===== config.mk =====
export PLATFORM = sky130hd
export DESIGN_NAME = alu_shift_unit
export DESIGN_NICKNAME = d
export VERILOG_FILES = /design/src/rtl/alu_pkg.sv /design/src/rtl/alu_arith.sv /design/src/rtl/alu_shift_step.sv /design/src/rtl/alu_shift_seq.sv /design/src/rtl/alu_shift_unit.sv
export SDC_FILE = /design/constraint.sdc
export NUM_CORES = 1
export LEC_CHECK = 0
export ABC_CLOCK_PERIOD_IN_PS = 18700
export BUFFER_PORTS_ARGS = -buffer_cell sky130_fd_sc_hd__buf_2
export CORE_UTILIZATION = 47
export CTS_CLUSTER_SIZE = 12
export DETAILED_ROUTE_END_ITERATION = 8
export GPL_TIMING_DRIVEN = 0
export PLACE_DENSITY = 0.68
export SYNTH_ARGS = -nofsm -noshare
export SYNTH_HDL_FRONTEND = slang
export SYNTH_SLANG_ARGS = --single-unit

===== constraint.sdc =====
create_clock -name clk -period 18.7 [get_ports clk]
set_clock_uncertainty 0.1 [all_clocks]
set_input_delay 5.61 -clock clk [delete_from_list [all_inputs] [get_ports clk]]
set_output_delay 5.61 -clock clk [all_outputs]
set_load 0.01 [all_outputs]

===== src/rtl/alu_pkg.sv =====
package alu_pkg;
    localparam int DW = 16;
    localparam int BW = DW / 2;

    typedef struct packed {
        logic of;
        logic sf;
        logic zf;
        logic af;
        logic pf;
        logic cf;
    } flags_t;

    typedef enum logic [2:0] {
        A_ADD = 3'd0, A_OR = 3'd1, A_ADC = 3'd2, A_SBB = 3'd3,
        A_AND = 3'd4, A_SUB = 3'd5, A_XOR = 3'd6, A_CMP = 3'd7
    } arith_e;

    typedef enum logic [2:0] {
        S_ROL = 3'd0, S_ROR = 3'd1, S_RCL = 3'd2, S_RCR = 3'd3,
        S_SHL = 3'd4, S_SHR = 3'd5, S_ONES = 3'd6, S_SAR = 3'd7
    } shift_e;

    function automatic logic [DW-1:0] fit(input logic [DW-1:0] v, input logic word);
        return word ? v : {{BW{1'b0}}, v[BW-1:0]};
    endfunction

    function automatic logic top_bit(input logic [DW-1:0] v, input logic word);
        return word ? v[DW-1] : v[BW-1];
    endfunction

    function automatic flags_t mkflags(input logic [DW-1:0] r, input logic word,
                                       input logic cf, input logic of, input logic af);
        flags_t f;
        f.cf = cf;
        f.of = of;
        f.af = af;
        f.pf = ~^r[7:0];
        f.sf = top_bit(r, word);
        f.zf = (fit(r, word) == '0);
        return f;
    endfunction
endpackage


===== src/rtl/alu_arith.sv =====
module alu_arith
    import alu_pkg::*;
(
    input  logic [2:0]    code_i,
    input  logic          word_i,
    input  logic          sx_i,
    input  logic          cin_i,
    input  logic [DW-1:0] a_i,
    input  logic [DW-1:0] b_i,
    output logic [DW-1:0] res_o,
    output flags_t        flags_o
);
    logic [DW-1:0] b_ext, am, bm, r;
    logic [DW:0]   ext;
    logic          is_sub, use_c, c, co, of, af, sa, sb, sr;

    always_comb begin
        b_ext  = sx_i ? {{BW{b_i[BW-1]}}, b_i[BW-1:0]} : b_i;
        am     = fit(a_i, word_i);
        bm     = fit(b_ext, word_i);
        is_sub = (code_i == A_SBB) || (code_i == A_SUB) || (code_i == A_CMP);
        use_c  = (code_i == A_ADC) || (code_i == A_SBB);
        c      = use_c & cin_i;
        if (is_sub)
            ext = {1'b0, am} - {1'b0, bm} - {{DW{1'b0}}, c};
        else
            ext = {1'b0, am} + {1'b0, bm} + {{DW{1'b0}}, c};
        sa = top_bit(am, word_i);
        sb = top_bit(bm, word_i);
        co = word_i ? ext[DW] : ext[BW];
        r  = '0;
        of = 1'b0;
        af = 1'b0;
        case (code_i)
            A_OR:  r = am | bm;
            A_AND: r = am & bm;
            A_XOR: r = am ^ bm;
            default: begin
                r  = fit(ext[DW-1:0], word_i);
                sr = top_bit(r, word_i);
                of = is_sub ? ((sa != sb) && (sr != sa)) : ((sa == sb) && (sr != sa));
                af = am[4] ^ bm[4] ^ r[4];
            end
        endcase
        sr = top_bit(r, word_i);
        res_o = r;
        if ((code_i == A_OR) || (code_i == A_AND) || (code_i == A_XOR))
            flags_o = mkflags(r, word_i, 1'b0, 1'b0, 1'b0);
        else
            flags_o = mkflags(r, word_i, co, of, af);
    end
endmodule


===== src/rtl/alu_shift_step.sv =====
module alu_shift_step
    import alu_pkg::*;
(
    input  logic [2:0]    code_i,
    input  logic          word_i,
    input  logic          cin_i,
    input  logic [DW-1:0] val_i,
    output logic [DW-1:0] res_o,
    output flags_t        flags_o
);
    logic [DW-1:0] xm, lres, rres, r;
    logic          msb, lin, fill, cf, of, rmsb, rnext;

    always_comb begin
        xm  = fit(val_i, word_i);
        msb = top_bit(xm, word_i);
        case (code_i)
            S_ROL:   lin = msb;
            S_RCL:   lin = cin_i;
            S_ONES:  lin = 1'b1;
            default: lin = 1'b0;
        endcase
        case (code_i)
            S_ROR:   fill = xm[0];
            S_RCR:   fill = cin_i;
            S_SAR:   fill = msb;
            default: fill = 1'b0;
        endcase
        lres = fit({xm[DW-2:0], lin}, word_i);
        if (code_i == S_ONES)
            lres = fit('1, word_i);
        rres = word_i ? {fill, xm[DW-1:1]} : {{BW{1'b0}}, fill, xm[BW-1:1]};
        if (!code_i[0]) begin
            r  = lres;
            cf = msb;
            of = top_bit(r, word_i) ^ msb;
        end else begin
            r     = rres;
            cf    = xm[0];
            rmsb  = top_bit(r, word_i);
            rnext = word_i ? r[DW-2] : r[BW-2];
            case (code_i)
                S_SHR:   of = msb;
                S_SAR:   of = 1'b0;
                default: of = rmsb ^ rnext;
            endcase
        end
        res_o   = r;
        flags_o = mkflags(r, word_i, cf, of, 1'b0);
    end
endmodule


===== src/rtl/alu_shift_seq.sv =====
module alu_shift_seq
    import alu_pkg::*;
#(
    parameter int CNT_W = 8
) (
    input  logic             clk,
    input  logic             rst_n,
    input  logic             start_i,
    input  logic [2:0]       code_i,
    input  logic             word_i,
    input  logic             cin_i,
    input  logic [DW-1:0]    opd_i,
    input  logic [CNT_W-1:0] cnt_i,
    output logic             busy_o,
    output logic             done_o,
    output logic [DW-1:0]    res_o,
    output flags_t           flags_o
);
    typedef enum logic [1:0] {ST_IDLE, ST_SETUP, ST_RUN} st_e;

    typedef struct packed {
        st_e              st;
        logic [DW-1:0]    val;
        logic [CNT_W-1:0] cnt;
        logic [2:0]       code;
        logic             word;
        flags_t           fl;
        logic             done;
    } seq_t;

    seq_t          seq_d, seq_q;
    logic [DW-1:0] step_r;
    flags_t        step_f;

    alu_shift_step u_step (
        .code_i  (seq_q.code),
        .word_i  (seq_q.word),
        .cin_i   (seq_q.fl.cf),
        .val_i   (seq_q.val),
        .res_o   (step_r),
        .flags_o (step_f)
    );

    always_comb begin
        seq_d      = seq_q;
        seq_d.done = 1'b0;
        case (seq_q.st)
            ST_IDLE: begin
                if (start_i) begin
                    seq_d.st   = ST_SETUP;
                    seq_d.val  = fit(opd_i, word_i);
                    seq_d.cnt  = cnt_i;
                    seq_d.code = code_i;
                    seq_d.word = word_i;
                    seq_d.fl   = mkflags(fit(opd_i, word_i), word_i, cin_i, 1'b0, 1'b0);
                end
            end
            ST_SETUP: begin
                if (seq_q.cnt == '0) begin
                    seq_d.st   = ST_IDLE;
                    seq_d.done = 1'b1;
                end else begin
                    seq_d.st = ST_RUN;
                end
            end
            default: begin
                seq_d.val = step_r;
                seq_d.fl  = step_f;
                seq_d.cnt = seq_q.cnt - CNT_W'(1);
                if (seq_q.cnt == CNT_W'(1)) begin
                    seq_d.st   = ST_IDLE;
                    seq_d.done = 1'b1;
                end
            end
        endcase
    end

    always_ff @(posedge clk) begin
        if (!rst_n) seq_q <= '0;
        else        seq_q <= seq_d;
    end

    assign busy_o  = (seq_q.st != ST_IDLE);
    assign done_o  = seq_q.done;
    assign res_o   = seq_q.val;
    assign flags_o = seq_q.fl;
endmodule


===== src/rtl/alu_shift_unit.sv =====
module alu_shift_unit
    import alu_pkg::*;
#(
    parameter int CNT_W = 8
) (
    input  logic             clk,
    input  logic             rst_n,
    input  logic             shift_mode,
    input  logic [2:0]       op_sel,
    input  logic             is_word,
    input  logic             sx_imm,
    input  logic             carry_in,
    input  logic             flags_only,
    input  logic [15:0]      opa,
    input  logic [15:0]      opb,
    input  logic             start,
    input  logic [CNT_W-1:0] count,
    output logic [15:0]      res,
    output logic [5:0]       flags,
    output logic             wr_en,
    output logic             busy,
    output logic             var_done,
    output logic [15:0]      var_res,
    output logic [5:0]       var_flags
);
    logic [DW-1:0] ar_r, sh_r;
    flags_t        ar_f, sh_f, vr_f;

    alu_arith u_arith (
        .code_i  (op_sel),
        .word_i  (is_word),
        .sx_i    (sx_imm),
        .cin_i   (carry_in),
        .a_i     (opa),
        .b_i     (opb),
        .res_o   (ar_r),
        .flags_o (ar_f)
    );

    alu_shift_step u_shift1 (
        .code_i  (op_sel),
        .word_i  (is_word),
        .cin_i   (carry_in),
        .val_i   (opa),
        .res_o   (sh_r),
        .flags_o (sh_f)
    );

    alu_shift_seq #(.CNT_W(CNT_W)) u_seq (
        .clk     (clk),
        .rst_n   (rst_n),
        .start_i (start),
        .code_i  (op_sel),
        .word_i  (is_word),
        .cin_i   (carry_in),
        .opd_i   (opa),
        .cnt_i   (count),
        .busy_o  (busy),
        .done_o  (var_done),
        .res_o   (var_res),
        .flags_o (vr_f)
    );

    always_comb begin
        if (shift_mode) begin
            res   = sh_r;
            flags = sh_f;
            wr_en = ~flags_only;
        end else begin
            res   = ar_r;
            flags = ar_f;
            wr_en = ~flags_only & (op_sel != A_CMP);
        end
    end

    assign var_flags = vr_f;
endmodule


==> impl_results.md, run 1 <==
* Outcome: completed
* WS Path Type: in2out
* IO buf count at about 90
* DRT Wirelength at between 20000 and 25000 um
* Worst min-delay path category: reg2reg
* Synth area leaders: ha_1 (17%), dfxtp_1 (12%), a21oi_1 (6.1%)
* Initial Util at between 40% and 50%
* DRT iter0 DRCs at 855
* P_sw at 0.000204 W
* Placed Cells incl. Taps at 1101
* Int Power at approximately 0.00025 W
* Via-to-Cell Ratio at 6.11
* Vias in the first global route at roughly 5.9k
* P_leak at 3.28 nW
* FF-to-FF End: u_seq.flags_o[3]$_SDFFE_PN0P_
* Peak supply drop at 49.2 uV
* Clock Latency Late Sink at 280 ps
* Min Tclk post-route at 16550 ps
* Drt wl/cell at 19.0 um
* Clock transition at path regs at 60 ps
* Gr ovfl total at 0
* Row count at 41
* Critical path endpoint category: primary output
* Root buf cell: clkbuf_16
* Overall via count from detail_route at 6779
* Synth async-reset ratio at 0%
* Syn Area/Cell at 7.21 um^2
* Combinational share of power at 59.5%
* Most numerous cell on the critical path: clkbuf_1
* CTS tree: yes
* Post-CTS sizing at 0
* Worst Setup SP: is_word
* #FFs+latches synth at 36
* Share of the synthesized area in the top cell type at 16.6%
* Post-route ant nets at 0
* Synth area leader: ha_1
* Reg2reg path depth at 11
* Slew HR at 47.3%
* Initial antenna violation count at 0
* Flop pwr share at 21.7%
* Setup TNS at 0 ps
* Final instance area at 0.00686 mm^2
* Final non-filler cell total at around 1.1k
* Switching Share at 44.9%
* Max-capacitance violation count at 0
* Die area at 0.0133 mm^2
* Post-Synthesis Cell Area at 0.00603 mm^2
* Share of layout cells above drive strength 1 at about 16%
* First-pass GRT wire length at approximately 32000 um
* Largest net degree at the start of global routing at 12
* RSZ-0062 raised after global routing: no
* Post-Syn Instances at 837
* H-tree depth at 2
* Syn nets at 972
* Syn. warnings at 0
* Sequential fraction of the synthesis area at approximately an eighth
* Cell Chain, Critical Path: clkbuf_1 > clkbuf_1 > clkbuf_1 > clkbuf_1 > o21ai_0 > ha_1 > ha_1 > clkbuf_1 > nand4_1 > o31ai_2 > a211oi_2 > xnor2_1 > o22ai_1 > nor3_1 > a21oi_1 > o311ai_1 > buf_2
* I/O pin count at between 90 and 100
* Clock network fraction of total power at 18.9%
* Final Max Slew Viols at 0
* CTS Buf Count at 5
* Power per Cell Area at 66.4 mW/mm^2
* # fillers at 1258
* Core footprint at 0.0126 mm^2
* Unique masters post-synth at 73
* WP data arrival at between 10000 and 15000 ps
* Area delta synth->final at 13.7%
* Final setup vio count at 0
* # diodes at 0
* Post-synth EDFFs at 0
* Crit-path max cell delay at 470 ps
* Clock sink count at 36
* Hold Buf Count CTS at 0
* Final Cycle Share at approximately 90%
* Net count, final at ~1.1k
* Die Ht at 115 um
* Power Total at 0.000455 W
* Drt first pass iters at 6
* Area after DPL at 0.00671 mm^2
* Final hold slack at 386 ps
* Setup bufs post-CTS at 0
* Fin. Hold Viols at 0
* Worst Path Required at between 10000 and 15000 ps
* CP Launch Type: input port
* DRC viols at 0
* RR Startpoint: u_seq.seq_q[7]$_SDFFE_PN0P_
* Setup slack, reg-to-reg at approximately 16000 ps
* CP max FO at 10
* Maximum clock rate at 60.4 MHz
* Final HPWL from detailed placement at 16900 um
* Worst setup path endpoint: flags[5]
* Critical Path Slowest Stage Cell: clkbuf_1
* GRT Overall Usage at 31.8%
* Final RePlAce weighted congestion at around 1.0
* Main synth FF type: dfxtp_1
* Clock buffer depth at 2
* Worst-Margin Slew at 790 ps
* Die Wd at between 100 and 150 um
## layout by cell type, fill, tap and decap left out, drive strengths merged, types with 4 or more instances in the layout
| master | count |
|---|---|
| fa | 4 |
| nand4 | 8 |
| a21o | 10 |
| clkinv | 4 |
| nand3b | 4 |
| o31ai | 4 |
| buf | 123 |
| inv | 64 |
| a21oi | 74 |
| nand2 | 68 |
| nor4 | 5 |
| a211oi | 6 |
| o21a | 5 |
| and2 | 5 |
| o21ai | 59 |
| o221a | 9 |
| nor2b | 17 |
| xor2 | 16 |
| o221ai | 22 |
| nand2b | 7 |
| mux2i | 18 |
| o211ai | 7 |
| nand3 | 9 |
| a31oi | 8 |
| and3 | 10 |
| xnor2 | 28 |
| a41oi | 4 |
| nor2 | 83 |
| o211a | 12 |
| clkbuf | 47 |
| dfxtp | 36 |
| nor3 | 13 |
| a21boi | 5 |
| ha | 80 |
| o22ai | 27 |
## synthesized netlist by cell type, drive strengths merged (5+ instances only)
cell and number:
a21boi 5, a21oi 74, and2 5, nor2 83
clkbuf 41, nand2b 7, nand2 68, nor2b 17
inv 64, a21o 10, o21a 5, xnor2 28
dfxtp 36, nor4 5, o211a 12, xor2 16
o221ai 22, and3 10, o21ai 59, a211oi 6
nor3 13, buf 31, a31oi 8, nand3 9
nand4 8, o22ai 27, o211ai 7, ha 80
mux2i 18, o221a 9
## worst max-delay path: cells and delay by family
family	cells	cell delay [ps]
adder cells (fa/ha/maj)	2	770
AND/OR/NAND/NOR	2	460
buffers and inverters	6	2140
XOR/XNOR	1	340
AO/OA/AOI/OAI	6	1500
## registers in the layout, indices dropped and copies added (netlist names)
| register | count |
|---|---|
| u_seq.res_o | 16 |
| u_seq.flags_o | 5 |
| u_seq.done_o | 1 |
| u_seq.seq_q | 14 |
## per-stage QoR
step,utilization [%],setup WS (ps)
CTS,54.6,2350
floorplan,-,3650
finish,54.6,2150
global route,54.6,1960
global placement,53.4,2370
detailed placement,53.4,2380
## cells by family (layout without fill, tap and decap cells)
family	after synthesis	in the layout	share of synthesized area (%)
AO/OA/AOI/OAI	280	280	32.2
AND/OR/NAND/NOR	235	235	18.0
buffers and inverters	138	238	10.2
adder cells (fa/ha/maj)	84	84	17.9
XOR/XNOR	44	44	6.39
flip-flops	36	36	11.9
multiplexers	19	19	3.17
other	1	1	0.0622
## metal layers
metal	part of all wire (%)	global-route usage, %
met1	45	48.1
met2	41	45.0
met3	12	6.54
met4	2.2	7.71
met5	0	0
## power by group through the flow
stage	clock network, W	logic (W)	registers [W]
CTS	0.0000859	0.000266	0.0000979
detailed placement	0	0.000264	0.0000995
floorplan	0	0.000194	0.0000958
finish	0.0000858	0.000271	0.0000986
global route	0.0000907	0.000296	0.000100
global placement	0	0.000263	0.0000996
## how the worst min path moves through the flow
stage / startpoint / to / cells past startpoint
CTS: u_seq.seq_q[18]$_SDFFE_PN0P_ / u_seq.seq_q[18]$_SDFFE_PN0P_ / 2
global placement: u_seq.seq_q[18]$_SDFFE_PN0P_ / u_seq.seq_q[18]$_SDFFE_PN0P_ / 2
floorplan: u_seq.seq_q[18]$_SDFFE_PN0P_ / u_seq.seq_q[18]$_SDFFE_PN0P_ / 2
detailed placement: u_seq.seq_q[18]$_SDFFE_PN0P_ / u_seq.seq_q[18]$_SDFFE_PN0P_ / 2
finish: u_seq.seq_q[18]$_SDFFE_PN0P_ / u_seq.seq_q[18]$_SDFFE_PN0P_ / 2
global route: u_seq.seq_q[18]$_SDFFE_PN0P_ / u_seq.seq_q[18]$_SDFFE_PN0P_ / 2
## cell type report
class | count | area (um^2) | share of cell area (%)
buffer | 72 | 370 | 5.40
clock buffer | 6 | 139 | 2.03
clock inverter | 2 | 10.0 | 0.146
timing repair buffer | 92 | 460 | 6.71
inverter | 66 | 248 | 3.61
tap | 172 | 215 | 3.14
sequential | 36 | 721 | 10.5
multi-input combinational | 663 | 4690 | 68.5
Power figures use the tool's default switching activity.
==> run 2, diff against run 1 <==
Settings changed: ABC_CLOCK_PERIOD_IN_PS 18700 to 16100, CELL_PAD_IN_SITES_DETAIL_PLACEMENT set to 1, CELL_PAD_IN_SITES_GLOBAL_PLACEMENT set to 1, CORE_UTILIZATION 47 to 42, PLACE_DENSITY 0.68 to not set, PLACE_DENSITY_LB_ADDON set to 0.1.
Clock period 18.7 ns to 16.1 ns, I/O delays scaled along.
==> run 2 against run 1 <==
  * Core utilization down 5.3 points
  * Sequential share of layout area about the same
  * Wire length grew 20%
  * Worst hold slack better by 11 ps
  * Via count grew 1.9%
  * Highest routed layer unchanged
  * Count of clock-buffer cells in the layout up 2
  * Design area is 0.15% higher
==> impl_results.md, run 2 (same netlist as run 1, synthesis figures left out) <==
* Final Cycle Share at a little over nine tenths
* Root buf cell: clkbuf_16 (unchanged)
* Critical path endpoint category: primary output (unchanged)
* IO buf count at 92 (unchanged)
* Power per Cell Area at 79.2 mW/mm^2 (was 66.4 mW/mm^2)
* CTS Buf Count at 5 (unchanged)
* WS Path Type: in2out (unchanged)
* Maximum clock rate at 64.9 MHz
* Net count, final at 1071 (unchanged)
* Clock transition at path regs at 60 ps (about the same)
* Final setup vio count at 0 (unchanged)
* Final HPWL from detailed placement at 20500 um (was 16900 um)
* Die Wd at 122 um (was 115 um)
* Die Ht at 122 um (was 115 um)
* Max FFs per register at 16 (unchanged)
* DRC viols at 0 (unchanged)
* Slew HR at 43.0% (was 47.3%)
* Clock buffer depth at 2 (unchanged)
* Gr ovfl total at 0 (unchanged)
* Worst slack, placed at 957 ps (was 2380 ps)
* Final RePlAce weighted congestion at 0.983 (was 0.999)
* WP data arrival at 10480 ps (was 10840 ps)
* Core footprint at 0.0139 mm^2 (was 0.0126 mm^2)
* I/O pin count at 98 (unchanged)
* Initial antenna violation count at 0 (unchanged)
* Cell Chain, Critical Path: clkbuf_1 > clkbuf_1 > clkbuf_1 > clkbuf_1 > o21ai_0 > ha_1 > ha_1 > clkbuf_1 > nand4_1 > o31ai_2 > a211oi_2 > xnor2_1 > o22ai_1 > nor3_1 > a21oi_1 > o311ai_1 > buf_2 (unchanged)
* Most numerous cell on the critical path: clkbuf_1 (unchanged)
* Area delta synth->final at 13.8% (was 13.7%)
* Setup TNS at 0 ps (unchanged)
* Commonest non-fill, non-tap cell in the layout: buf_2 (unchanged)
* Final Max Slew Viols at 0 (unchanged)
* Worst-Margin Slew at 850 ps (was 790 ps)
* RSZ-0062 raised after global routing: no (unchanged)
* Post-route ant nets at 0 (unchanged)
* Via-to-Cell Ratio at 6.18 (was 6.11)
* Setup bufs post-CTS at 0 (unchanged)
* Drt first pass iters at 6 (unchanged)
* Crit-path max cell delay at 500 ps (was 470 ps)
* DRT iter0 DRCs at 608 (was 855)
* Max-capacitance violation count at 0 (unchanged)
* Post-CTS sizing at 0 (unchanged)
* DRT Wirelength at 25200 um (was 21000 um)
* Final worst slack at 694 ps (was 2150 ps)
* Fin. Hold Viols at 0 (unchanged)
* Drt wl/cell at 22.5 um (was 19.0 um)
* Worst min-delay path category: reg2reg (unchanged)
* Commonest non-fill, non-tap cells in the layout: buf_2 (94), nor2_1 (83), ha_1 (80) (unchanged)
* First-pass GRT wire length at 38300 um (was 32500 um)
* Min Tclk post-route at 15410 ps
* Worst Path Required at 11170 ps (was 12990 ps)
* H-tree depth at 2 (unchanged)
* Peak supply drop at 44.8 uV (was 49.2 uV)
* Critical Path Slowest Stage Cell: ha_1 (was clkbuf_1)
* Outcome: completed (unchanged)
* Initial Util at 43.3% (was 48.0%)
* Die area at 0.0148 mm^2 (was 0.0133 mm^2)
* Largest net degree at the start of global routing at 11 (was 12)
* Vias in the first global route at 6782 (was 5901)
* Hold Buf Count CTS at 0 (unchanged)
* Overall via count from detail_route at 6908 (was 6779)
* Clock sink count at 36 (unchanged)
* Core Util, Final at 49.3% (was 54.6%)
* Row count at 43 (was 41)
* CP max FO at 10 (unchanged)
* # fillers at 1862 (was 1258)
* Clock Latency Late Sink at 280 ps (about the same)
* Share of layout cells above drive strength 1 at 16.1% (was 16.3%)
* GRT Overall Usage at 34.2% (was 31.8%)
* CTS tree: yes (unchanged)
* CP Launch Type: input port (unchanged)
* P_leak at 3.27 nW (was 3.28 nW)
[run 2: final timing paths]
kind / slack, ps / endpoint / start / cells past startpoint
max: 690 / flags[5] / is_word / 17
min: 400 / u_seq.seq_q[18]$_SDFFE_PN0P_ / u_seq.seq_q[18]$_SDFFE_PN0P_ / 2
max reg2reg: 13220 / u_seq.flags_o[3]$_SDFFE_PN0P_ / u_seq.seq_q[7]$_SDFFE_PN0P_ / 11
min reg2reg: 400 / u_seq.seq_q[18]$_SDFFE_PN0P_ / u_seq.seq_q[18]$_SDFFE_PN0P_ / 2
[run 2: stage by stage]
step	hold WS (ps)	instance area [um^2]	std cells	power, W
6_report	397	6870	1118	0.000544
5_1_grt	448	6870	1117	0.000580
4_1_cts	399	6870	1117	0.000541
3_5_place_dp	391	6720	1109	0.000439
3_3_place_gp	370	6720	1109	0.000429
2_1_floorplan	355	6030	837	0.000336
[run 2: area by class of cell]
cell class,count,area (um^2),share of cell area [%]
antenna,1,2.50,0.0364
buffer,72,370,5.39
clock buffer,8,146,2.13
inverter,66,248,3.61
multi-input combinational,663,4690,68.4
sequential,36,721,10.5
tap,180,225,3.28
timing repair buffer,92,460,6.70
[run 2: critical path: cells and delay by family]
| family | cells | cell delay (ps) |
|---|---|---|
| buffers and inverters | 6 | 2180 |
| AOI/OAI and AO/OA | 6 | 1730 |
| adders and majority gates | 2 | 820 |
| and+or+nand+nor | 2 | 510 |
| xor gates and xnor gates | 1 | 380 |
[run 2: routing by layer]
| layer | share of wire (%) | vias up | GRT usage [%] |
|---|---|---|---|
| li1 | - | 3200 | - |
| met1 | 46 | 3378 | 48.5 |
| met2 | 45 | 295 | 54.1 |
| met3 | 7.4 | 35 | 4.45 |
| met4 | 1.9 | 0 | 8.26 |
| met5 | 0 | - | 0 |
[run 2: power breakdown]
part,total (W),switching (W),internal [W]
sequential,0.000114,0.0000135,0.000101
combinational,0.000330,0.000200,0.000130
clock,0.0000994,0.0000376,0.0000618
total,0.000544,0.000251,0.000293
==> run 3, diff against run 2 <==
Settings changed: ABC_AREA set to 1, CORE_UTILIZATION 42 to 40.
==> run 3 against run 2 <==
  * Sequential cell count unchanged
  * Synthesized cell count increased by 31%
  * Combinational power decreased by 3%
  * Global-route usage decreased by 3.1 points
  * Die area increased by 10%
  * Wire length decreased by 0.30%
  * Clock power increased by 17%
  * Critical path depth increased by 2
  * Count of clock-buffer cells in the layout decreased by 3
  * Largest cell class unchanged
  * Highest routed layer unchanged
==> impl_results.md, run 3 <==
* Outcome: completed (unchanged)
* CTS tree: yes (unchanged)
* Core Util, Final at 47.3% (was 49.3%)
* Hold Buf Count CTS at 0 (unchanged)
* Main synth FF type: dfxtp_1 (unchanged)
* Worst Setup SP: op_sel[2] (was is_word)
* Syn Area/Cell at 5.79 um^2 (was 7.21 um^2)
* #FFs+latches synth at 36 (unchanged)
* Post-synth EDFFs at 0 (unchanged)
* IO buf count at 93 (was 92)
* Worst-Margin Slew at 723 ps (was 850 ps)
* # diodes at 0 (was 1)
* Syn nets at 1230 (was 972)
* Die Wd at 128 um (was 122 um)
* Clock transition at path regs at 60 ps (about the same)
* WP data arrival at 8420 ps (was 10480 ps)
* Syn. warnings at 0 (unchanged)
* Via-to-Cell Ratio at 5.43 (was 6.18)
* CTS Buf Count at 5 (unchanged)
* Final Cycle Share at 82.9% (was 95.7%)
* Worst setup path endpoint: flags[1] (was flags[5])
* Final Max Slew Viols at 0 (unchanged)
* Placed Cells incl. Taps at 1399 (was 1109)
* RSZ-0062 raised after global routing: no (unchanged)
* Synth area leader: nand2_1 (was ha_1)
* # fillers at 2260 (was 1862)
* Commonest non-fill, non-tap cell in the layout: nand2_1 (was buf_2)
* Initial Util at 41.4% (was 43.3%)
* Gr ovfl total at 0 (unchanged)
* Peak supply drop at 43.0 uV (was 44.8 uV)
* RR Startpoint: u_seq.res_o[7]$_SDFFE_PN0P_ (was u_seq.seq_q[7]$_SDFFE_PN0P_)
* DRT Wirelength at 25100 um (was 25200 um)
* Share of layout cells above drive strength 1 at 13.0% (was 16.1%)
* Die area at 0.0164 mm^2 (was 0.0148 mm^2)
* Maximum clock rate at 74.9 MHz (was 64.9 MHz)
* Area of the multi-input gates at 0.00461 mm^2 (was 0.00469 mm^2)
* Synth async-reset ratio at 0% (unchanged)
* Initial antenna violation count at 0 (unchanged)
* Unique masters post-synth at 50 (was 73)
* Post-Synthesis Cell Area at 0.00634 mm^2 (was 0.00603 mm^2)
* First-pass GRT wire length at 39600 um (was 38300 um)
* CP max FO at 6 (was 10)
* Most numerous cell in the Yosys netlist: nand2_1 (was nor2_1)
* Commonest non-fill, non-tap cells in the layout: nand2_1 (308), inv_1 (175), o21ai_0 (103) (was buf_2 (94), nor2_1 (83), ha_1 (80))
* Worst min-delay path category: reg2reg (unchanged)
* CP Launch Type: input port (unchanged)
* I/O pin count at 98 (unchanged)
* Setup bufs post-CTS at 0 (unchanged)
* Critical path endpoint category: primary output (unchanged)
* Root buf cell: clkbuf_16 (unchanged)
* Area delta synth->final at 14.2% (was 13.8%)
* Net count, final at 1330 (was 1071)
* Largest net degree at the start of global routing at 13 (was 11)
* Max-capacitance violation count at 0 (unchanged)
* Synth area leaders: nand2_1 (18%), ha_1 (16%), dfxtp_1 (11%) (was ha_1 (17%), dfxtp_1 (12%), a21oi_1 (6.1%))
* Worst Path Required at 11170 ps (about the same)
* Sequential fraction of the synthesis area at 11.4% (was 11.9%)
* Fin. Hold Viols at 0 (unchanged)
* Reg2reg path depth at 14 (was 11)
* Overall via count from detail_route at 7635 (was 6908)
* Setup TNS at 0 ps (unchanged)
* Post-Syn Instances at 1095 (was 837)
* Clock buffer depth at 2 (unchanged)
* H-tree depth at 2 (unchanged)
* Drt first pass iters at 5 (was 6)
* Power per Cell Area at 75.9 mW/mm^2 (was 79.2 mW/mm^2)
* Share of the synthesized area in the top cell type at 18.2% (was 16.6%)
* Vias in the first global route at 7463 (was 6782)
* Core footprint at 0.0153 mm^2 (was 0.0139 mm^2)
* Final HPWL from detailed placement at 20700 um (was 20500 um)
* Drt wl/cell at 17.9 um (was 22.5 um)
* Post-CTS sizing at 0 (unchanged)
* GRT Overall Usage at 31.1% (was 34.2%)
* P_leak at 3.93 nW (was 3.27 nW)
* Final hold slack at 367 ps (was 397 ps)
* Clock Latency Late Sink at 290 ps (was 280 ps)
* Power Total at 0.000550 W (was 0.000544 W)
* Die Ht at 128 um (was 122 um)
* Setup slack, reg-to-reg at 13440 ps (was 13220 ps)
* Post-route ant nets at 0 (unchanged)
* Min Tclk post-route at 13350 ps (was 15410 ps)
* WS Path Type: in2out (unchanged)
* FF-to-FF End: u_seq.flags_o[1]$_SDFFE_PN0P_ (was u_seq.flags_o[3]$_SDFFE_PN0P_)
* Final RePlAce weighted congestion at 0.946 (was 0.983)
* Post-synth top cells: nand2_1 (308), inv_1 (175), o21ai_0 (103) (was nor2_1 (83), ha_1 (80), a21oi_1 (73))
* DRC viols at 0 (unchanged)
* Reg area at 721 um^2 (unchanged)
* Max FFs per register at 16 (unchanged)
* Final non-filler cell total at 1407 (was 1118)
* Slew HR at 51.8% (was 43.0%)
* Clock sink count at 36 (unchanged)
* Row count at 45 (was 43)
* Final setup vio count at 0 (unchanged)
* DRT iter0 DRCs at 537 (was 608)
[run 3: cell type report]
cell class,instances,share of cell area [%]
clock buffers,5,1.73
repair buffers,93,6.43
inverters,184,9.54
plain buffers,54,4.44
clock inverters,3,0.588
well taps,211,3.65
flip-flops and latches,36,9.96
multi-input cells,821,63.7
[run 3: stage by stage]
step / cell area, um^2 / worst slack (ps)
final: 7240 / 2750
after global routing: 7240 / 2520
after CTS: 7240 / 2740
after detailed placement: 7070 / 2740
after global placement: 7070 / 2830
after floorplan: 6340 / 3690
[run 3: critical path: stages]
cell     delay [ps]
buf_2           140
nor2_1          140
inv_1            50
nor2_1          270
inv_1           160
fa_1            470
fa_1            450
o21ai_0         190
nand2_1         120
or2_2           290
nand3_1          90
o21ai_1         110
o22ai_1         230
ha_1            300
xor2_1          160
a21oi_1         120
o21ai_0          90
nand2_1          80
buf_2           130
[run 3: per-layer routing]
metal,vias up,track usage (%),share of wire [%]
met5,-,0,0
met4,0,8.44,2.3
met3,39,2.96,5.7
met2,258,49.3,42
met1,3592,44.6,50
li1,3746,-,-
[run 3: cell families (layout without fill, tap and decap cells)]
| family | Yosys count | after routing | synth area share, % |
|---|---|---|---|
| flops | 36 | 36 | 11.4 |
| fa+ha+maj | 84 | 84 | 17.1 |
| mux | 4 | 4 | 0.632 |
| buf+inv | 238 | 339 | 16.0 |
| other cells | 1 | 1 | 0.0591 |
| compound gates | 230 | 230 | 21.0 |
| simple gates | 483 | 483 | 31.3 |
| xor+xnor | 19 | 19 | 2.62 |
[run 3: worst min path at each step]
stage	startpoint	to	slack [ps]	depth (start not counted)
floorplan	u_seq.flags_o[5]$_SDFFE_PN0P_	u_seq.flags_o[5]$_SDFFE_PN0P_	350	2
global placement	u_seq.flags_o[5]$_SDFFE_PN0P_	u_seq.flags_o[5]$_SDFFE_PN0P_	360	2
detailed placement	u_seq.flags_o[5]$_SDFFE_PN0P_	u_seq.flags_o[5]$_SDFFE_PN0P_	360	2
CTS	u_seq.flags_o[5]$_SDFFE_PN0P_	u_seq.flags_o[5]$_SDFFE_PN0P_	370	2
global route	u_seq.seq_q[35]$_SDFFE_PN0P_	u_seq.seq_q[35]$_SDFFE_PN0P_	410	2
finish	u_seq.flags_o[5]$_SDFFE_PN0P_	u_seq.flags_o[5]$_SDFFE_PN0P_	370	2
[run 3: where the power goes]
group	total [W]	internal, W	switching [W]
Sequential	0.000114	0.000101	0.0000124
Clock	0.000116	0.0000728	0.0000431
Combinational	0.000320	0.000115	0.000205
Total	0.000550	0.000289	0.000260
